## config.mk

```make
export PLATFORM = sky130hd
export DESIGN_NAME = pagereg_file
export DESIGN_NICKNAME = d
export VERILOG_FILES = /design/src/rtl/pagereg_pkg.sv /design/src/rtl/pagereg_ctrl.sv /design/src/rtl/pagereg_data.sv /design/src/rtl/pagereg_file.sv
export SDC_FILE = /design/constraint.sdc
export NUM_CORES = 2
export LEC_CHECK = 0
export ABC_AREA = 1
export ABC_CLOCK_PERIOD_IN_PS = 2300
export BUFFER_PORTS_ARGS = -buffer_cell sky130_fd_sc_hd__buf_2
export CAP_MARGIN = 20
export CORE_MARGIN = 2
export CORE_UTILIZATION = 55
export CTS_BUF_LIST = sky130_fd_sc_hd__clkbuf_4
export DETAILED_ROUTE_END_ITERATION = 8
export HOLD_SLACK_MARGIN = 0.06
export PLACE_DENSITY = 0.78
export RECOVER_POWER = 25
export SLEW_MARGIN = 20
export SYNTH_ARGS = -nofsm -noshare
export SYNTH_HDL_FRONTEND = slang
export SYNTH_SLANG_ARGS = --single-unit
```

## constraint.sdc

```tcl
create_clock -name clk -period 2.3 [get_ports clk]
set_input_delay 0.345 -clock clk [delete_from_list [all_inputs] [get_ports clk]]
set_output_delay 0.345 -clock clk [all_outputs]
set_load 0.02 [all_outputs]
```

## src/rtl/pagereg_pkg.sv

```systemverilog
package pagereg_pkg;

  // Strobes from the control side to the storage side, one cycle wide.
  typedef struct packed {
    logic pageWr;   // write aimed at the shared page-control register
    logic regWr;    // write aimed at an ordinary register
    logic ctlSel;   // current address is the page-control register
  } strobes_t;

endpackage

```

## src/rtl/pagereg_ctrl.sv

```systemverilog
module pagereg_ctrl
  import pagereg_pkg::*;
#(
  parameter int ADDR_W = 7,
  parameter int PAGE_W = 1
) (
  input  logic              clk,
  input  logic              rstN,
  input  logic [ADDR_W-1:0] regAddr,
  input  logic              wrEn,
  input  logic [PAGE_W-1:0] pageBits,
  output strobes_t          strobes,
  output logic [PAGE_W-1:0] activePage
);

  localparam logic [ADDR_W-1:0] CTRL_ADDR = '0;

  logic isCtrl;

  always_comb begin
    isCtrl          = (regAddr == CTRL_ADDR);
    strobes.ctlSel  = isCtrl;
    strobes.pageWr  = wrEn && isCtrl;
    strobes.regWr   = wrEn && !isCtrl;
  end

  always_ff @(posedge clk or negedge rstN) begin
    if (!rstN) begin
      activePage <= '0;
    end else if (strobes.pageWr) begin
      activePage <= pageBits;
    end
  end

endmodule

```

## src/rtl/pagereg_data.sv

```systemverilog
module pagereg_data
  import pagereg_pkg::*;
#(
  parameter int DATA_W = 8,
  parameter int ADDR_W = 7,
  parameter int PAGES  = 2
) (
  input  logic                      clk,
  input  logic                      rstN,
  input  strobes_t                  strobes,
  input  logic [ADDR_W-1:0]         regAddr,
  input  logic [DATA_W-1:0]         wrData,
  input  logic [$clog2(PAGES)-1:0]  activePage,
  output logic [DATA_W-1:0]         rdData
);

  localparam int REGS   = 1 << ADDR_W;
  localparam int PAGE_W = $clog2(PAGES);

  logic [DATA_W-1:0] pageRd [PAGES];

  for (genvar p = 0; p < PAGES; p++) begin : g_page
    logic [DATA_W-1:0] cells [REGS];
    logic              hit;

    assign hit = strobes.regWr && (activePage == PAGE_W'(p));

    always_ff @(posedge clk or negedge rstN) begin
      if (!rstN) begin
        for (int r = 0; r < REGS; r++) begin
          cells[r] <= '0;
        end
      end else if (hit) begin
        cells[regAddr] <= wrData;
      end
    end

    assign pageRd[p] = cells[regAddr];
  end

  always_comb begin
    if (strobes.ctlSel) begin
      rdData = {{(DATA_W-PAGE_W){1'b0}}, activePage};
    end else begin
      rdData = pageRd[activePage];
    end
  end

endmodule

```

## src/rtl/pagereg_file.sv

```systemverilog
module pagereg_file
  import pagereg_pkg::*;
#(
  parameter int DATA_W = 8,
  parameter int ADDR_W = 7,
  parameter int PAGES  = 2
) (
  input  logic                     clk,
  input  logic                     rstN,
  input  logic [ADDR_W-1:0]        regAddr,
  input  logic [DATA_W-1:0]        wrData,
  input  logic                     wrEn,
  output logic [DATA_W-1:0]        rdData,
  output logic [$clog2(PAGES)-1:0] activePage
);

  localparam int PAGE_W = $clog2(PAGES);

  strobes_t strobes;

  pagereg_ctrl #(
    .ADDR_W (ADDR_W),
    .PAGE_W (PAGE_W)
  ) u_ctrl (
    .clk        (clk),
    .rstN       (rstN),
    .regAddr    (regAddr),
    .wrEn       (wrEn),
    .pageBits   (wrData[PAGE_W-1:0]),
    .strobes    (strobes),
    .activePage (activePage)
  );

  pagereg_data #(
    .DATA_W (DATA_W),
    .ADDR_W (ADDR_W),
    .PAGES  (PAGES)
  ) u_data (
    .clk        (clk),
    .rstN       (rstN),
    .strobes    (strobes),
    .regAddr    (regAddr),
    .wrData     (wrData),
    .activePage (activePage),
    .rdData     (rdData)
  );

endmodule

```

# Word level (Yosys, flattened, before mapping)
# Cells that the tools add are included.
# totals
regBits	2049
elab_cells	284
# op_classes
order_cmp	3
n_mux	14
bitwise	3
reduce_logical	7
# ops
op	count
bitwise mux 1024 bit	2
binary-select mux 8 bit (select 7 bit)	2
two-way mux 8 bit	9
demux 8 bit (select 7 bit)	1
>= comparator 8 bit (second input constant)	1
less-than comparator 8 x 1 -> 1 bit (second input constant)	1
NOT 7 -> 8 bit	1
zero test 7 bit	1
logical AND 1 bit	5
>= comparator 2 bit (second input constant)	1
NOT 1 -> 2 bit	1
zero test 1 bit	1
NOT 1 bit	1

# Longest topological paths before layout
# depth
ltp_word	8
ltp_mapped	19
ltp_nobuf	15

# Modules after synthesis
# From an unflattened synthesis, not the netlist that was laid out.
# unflattened
cells_unflattened	12996
area_unflattened_um2	96811.6
# modules_own_cells
module	n_inst	cells_each	area_per_inst_um2	seq_area_each_um2
pagereg_data	1	12970	96666.5	51249.2
pagereg_ctrl	1	26	145.1	25.0

# Worst setup path after synthesis
# OpenSTA, ideal clock, no wires.
# synth_path
path_kind	in2out
from	input regAddr[0]
to	output rdData[6]
t_arrival_ps	1982
required_time_ps	1955
path_slack_ps	-27
cell_stages	18
path_buffers	4
cell_sequence	buf_2 -> buf_2 -> buf_2 -> clkbuf_1 -> nand2_1 -> nand2_1 -> nand2_1 -> nand2_1 -> nand2_1 -> nand2_1 -> nand2_1 -> nand3_1 -> nand2_1 -> nand2_1 -> nor2_1 -> nand2_1 -> nand2_1 -> nand2_1
# synth_between
elab_chain_cells	8
# synth_lines
element	line_no	source
start: declaration	pagereg_file.sv:10	input logic [ADDR_W-1:0] regAddr,
NOT 7 -> 8 bit (not written as such)	pagereg_data.sv:38	assign pageRd[p] = cells[regAddr];
binary-select mux 8 bit (select 7 bit)	pagereg_data.sv:38	
two-way mux 8 bit (not written as such) (2 in series)	pagereg_data.sv:38	
two-way mux 8 bit (not written as such) (3 in series)	pagereg_data.sv:45	rdData = pageRd[activePage];
two-way mux 8 bit (*)	pagereg_data.sv:42	if (strobes.ctlSel) begin
end: declaration	pagereg_file.sv:13	output logic [DATA_W-1:0] rdData,
# Mark *: on every way between the ends. The rest lies on a longest branch, timed or not. The select of a mux whose other input is x is not followed.

# Final worst setup path
# layout_path
from	register u_data.g_page[0].cells[670] in the netlist's numbering
to	output rdData[6]
# layout_between
elab_chain_cells	7
# layout_lines
element	line_no	source
start: declaration	pagereg_data.sv:23	logic [DATA_W-1:0] cells [REGS];
start signal: indexed assignment	pagereg_data.sv:34	cells[regAddr] <= wrData;
binary-select mux 8 bit (select 7 bit)	pagereg_data.sv:38	
two-way mux 8 bit (not written as such) (2 in series)	pagereg_data.sv:38	
two-way mux 8 bit (not written as such) (3 in series)	pagereg_data.sv:45	
two-way mux 8 bit	pagereg_data.sv:42	
# Every way passes these cells. The select of a mux whose other input is x is not followed.

==> results.md <==
* Result of the run: finished, violations left
* Violations in the final reports: negative setup slack
* Max Clk Rate at 260 MHz
* Maximum number of pins on one net before global-route repair at 145
* Endpoint class of the critical path: primary output
* First-iteration detailed-routing DRC count at 12300
* Share of layout cells above drive strength 1 at between 10% and 20%
* Clock period minus worst slack at approximately 3.9 ns
* Wire length on met3 at 36300 um
* Core Rows at roughly 150
* Kind of launch point of the worst setup path: register
* DIE HEIGHT at 422 um
* Fill cell count at 14400
* Core ar. at between 0.15 and 0.2 mm^2
* Max layer used: met4
* Leakage dissipation at slightly below 60 nW
* Measured slew at the worst slew-check pin at 1.06 ns
* Max-slew violations at 0
* Top cells by area, synth: sky130_fd_sc_hd__dfrtp_1 53%, sky130_fd_sc_hd__nand2_1 27%, sky130_fd_sc_hd__o21ai_0 9.1%
* Setup slack on the worst flop-to-flop path at 0 ns
* GRT overflow at 0
* Final hold violation count at 0
* Destination of the worst hold path: u_data.g_page[1].cells[237]
* Clock transition at the register clock pins on the worst setup and hold paths after CTS at about 0.07 ns
* Wire length of the first global-routing pass at approximately 500000 um
* Critical Path Max Stage Delay at 0.40 ns
* Width of the die at roughly 420 um
* Cell type contributing the most total cell area after synthesis: sky130_fd_sc_hd__dfrtp_1
* Crit share post-route at 168%
* Floorplan die area at 0.178 mm^2
* Net switching component of the power at around 0.022 W
* Placed wire-length estimate after detailed placement at 208000 um
* Startpoint of the most critical register-to-register path: u_ctrl.activePage
* Number of enable-type register cells in the synthesized netlist at 0
* Area growth from synthesis to layout at 18.4%
* Clock Sink Count at 2049
* Hold Crit Depth at 10
* Cell internal power dissipation at around 0.057 W
* Synth top area share at 53.3%
* Final Power at 0.0787 W
* Proportion of synthesized chip area in sequential cells at 53.3%
* Number of nets with antenna violations after detailed routing at 0
* Cell with the largest stage delay on the worst path: sky130_fd_sc_hd__dfrtp_1
* Mean number of vias per cell at 5.71
* Hold Crit Class: in -> reg
* Worst Min Path Start: regAddr[5]
* Antenna violations before repair at 8
* Ordered cell list for the critical path: or2_4 -> o211ai_1 -> nand2_1 -> o21ai_2 -> buf_6 -> nand2_4 -> nor2_4 -> nor2_4 -> nor2_2 -> nand2_1 -> nand2_1 -> nand2_2 -> buf_6
* Classification of the worst setup path: reg -> out
* Cells after Synth at ~13000
* Post-synthesis cell area at 0.0961 mm^2
* Worst Reg-to-Reg Cells at 9
* Count of final setup violators at about 1700
* CP most frequent cell: sky130_fd_sc_hd__nand2_1
* Sw frac at around 28%
* Yosys reg bits at 2049
* TritonCTS Buffers at 559
* Routed via count at 92200
* Total routing resource utilization after global routing at about a third
* Sequential cell fraction of total power at 49.2%
* Main synth FF type: sky130_fd_sc_hd__dfrtp_1
* Power density of the placed cells at 692 mW/mm^2
* Met1 WL at 124000 um
* Reported max-cap violation count at 0
* CTS HTree Levels at 6
* Quantity of I/O buffers inserted on ports at 26
* VDD IR-drop max at 0.538 mV
* Mean area per synthesized cell at between 7 and 8 um^2
* Endpoint arrival time on the critical path at 3.51 ns
* Count of synthesis-stage warnings from yosys at 0
* Drt wl/cell at 19.5 um
* Clk network pwr share at about two fifths
* Total length of routed met2 wires at 140000 um
* Distinct cell type count after synthesis at 30
* Number of nets in the final layout at 13500
* I/O pin count at 27
* Proportion of power drawn by combinational gates at between 10% and 20%
* Total negative slack for setup checks at -441.59 ns
* Post-Route WL at about 320000 um
* Initial core utilization at between 50% and 60%
* Post-detailed-route DRC marker count at 0
* Clock latency at the later pin of the worst-skew pair at around 1.4 ns
* CTS tree: yes
* Capture point of the worst reg-to-reg path: u_data.g_page[1].cells[645]
* Worst Path Required at a little under 2 ns
* Final Wtd Congestion at 1.03
* Async set-reset flop share out of synthesis at 100%
* Most used standard cell by instance count after synthesis: sky130_fd_sc_hd__nand2_1
* Synth Net Count at ~13000
* Deepest clock path buffer count at 4
* PnR worst setup slack at -1.55 ns
* Final Skew at 0.0784 ns
* Remaining max-slew budget at the tightest pin at 29.0%
* 1st-pass router iterations at 9
* Utilization of the core after routing at 65.5%
* Root buffer selected by CTS: sky130_fd_sc_hd__clkbuf_4
* Leading cell types by count after synthesis: 7000 x sky130_fd_sc_hd__nand2_1, 2049 x sky130_fd_sc_hd__dfrtp_1, 1751 x sky130_fd_sc_hd__o21ai_0
* Setup repair after global routing missed its margin: true
* Vias in the first global route at 88500
* Peak fanout along the critical path at 2
-- sequential cells by signal (all words and copies together), names as in the netlist --
| name | flops |
|---|---|
| u_ctrl.activePage | 1 |
| u_data.g_page.cells | 2048 |
-- worst max path at each step --
stage	from	end	slack, ns	cells past startpoint
global placement	regAddr[0]	rdData[5]	-1.20	20
detailed placement	regAddr[0]	rdData[5]	-1.17	20
CTS	u_data.g_page[0].cells[670]	rdData[6]	-1.48	13
global route	u_data.g_page[0].cells[670]	rdData[6]	-1.69	13
floorplan	regAddr[0]	rdData[1]	-0.004	18
finish	u_data.g_page[0].cells[670]	rdData[6]	-1.55	13
-- metrics by stage --
| stage | instance area [um^2] | std cells | hold slack [ns] | setup slack, ns |
|---|---|---|---|---|
| floorplan | 96200 | 12900 | 0.0494 | -0.00446 |
| global placement | 106000 | 15200 | 0.232 | -1.20 |
| detailed placement | 106000 | 15200 | 0.220 | -1.17 |
| CTS | 114000 | 16100 | 0.0691 | -1.48 |
| global route | 114000 | 16200 | 0.0961 | -1.69 |
| finish | 114000 | 16200 | 0.167 | -1.55 |
-- critical path, delay by kind of cell, from the launching register on --
family	cells	cell delay [ns]
simple gates	9	1.06
flops	1	0.40
compound gates	2	0.32
buf+inv	2	0.31
-- layout make-up --
type                            instances  area, um^2  share of cell area (%)
Sequential cell                      2049       51300                    45.0
Antenna cell                           14        35.0                  0.0308
Clock inverter                        112         699                   0.614
Timing Repair Buffer                  935       11400                    10.0
Tap cell                             2325        2910                    2.55
Inverter                               59         313                   0.275
Multi-Input combinational cell       9879       41400                    36.3
Clock buffer                          784        5890                    5.17
-- routing by layer --
layer / up-vias / global-route usage (%)
li1: 42200 / -
met5: - / 0
met2: 5368 / 52.9
met3: 882 / 8.54
met4: 0 / 18.1
met1: 43800 / 47.8
-- kinds of logic (layout without fill, tap and decap cells) --
logic type / count (synthesis) / in the layout / synth area share [%]
and+or+nand+nor: 7565 / 7565 / 30.0
AOI/OAI and AO/OA: 2314 / 2314 / 12.1
DFF: 2049 / 2049 / 53.3
buffers and inverters: 995 / 1890 / 4.54
other: 0 / 14 / 0
-- timing repair --
action	CTS	global route
endpoints found under the hold margin	4082	0
resized for setup	235	78
hold buffers	28	0
endpoints found under the setup margin	9	9
setup buffers	10	6
pin swaps	86	31
-- power by group through the flow --
stage	Sequential (W)	Clock, W	Combinational [W]
finish	0.0387	0.0319	0.00811
global route	0.0389	0.0344	0.00886
CTS	0.0387	0.0323	0.00796
detailed placement	0.0393	0	0.00776
global placement	0.0392	0	0.00755
floorplan	0.0391	0	0.00395
-- cell usage in the layout, fill, tap and decap left out, types with 29 or more instances in the layout --
master,count
sky130_fd_sc_hd__nand2_1,6863
sky130_fd_sc_hd__dfrtp_1,2048
sky130_fd_sc_hd__o21ai_0,1719
sky130_fd_sc_hd__clkbuf_4,788
sky130_fd_sc_hd__buf_4,514
sky130_fd_sc_hd__o21ai_1,403
sky130_fd_sc_hd__buf_12,344
sky130_fd_sc_hd__nor2_1,301
sky130_fd_sc_hd__nand2_2,169
sky130_fd_sc_hd__a21oi_1,152
sky130_fd_sc_hd__nand3_1,88
sky130_fd_sc_hd__clkinv_1,72
sky130_fd_sc_hd__inv_1,38
sky130_fd_sc_hd__nor2_4,32
sky130_fd_sc_hd__inv_2,31
sky130_fd_sc_hd__nor2_2,29
sky130_fd_sc_hd__nand2_4,29
No activity file was read; power rests on OpenSTA's default activity.
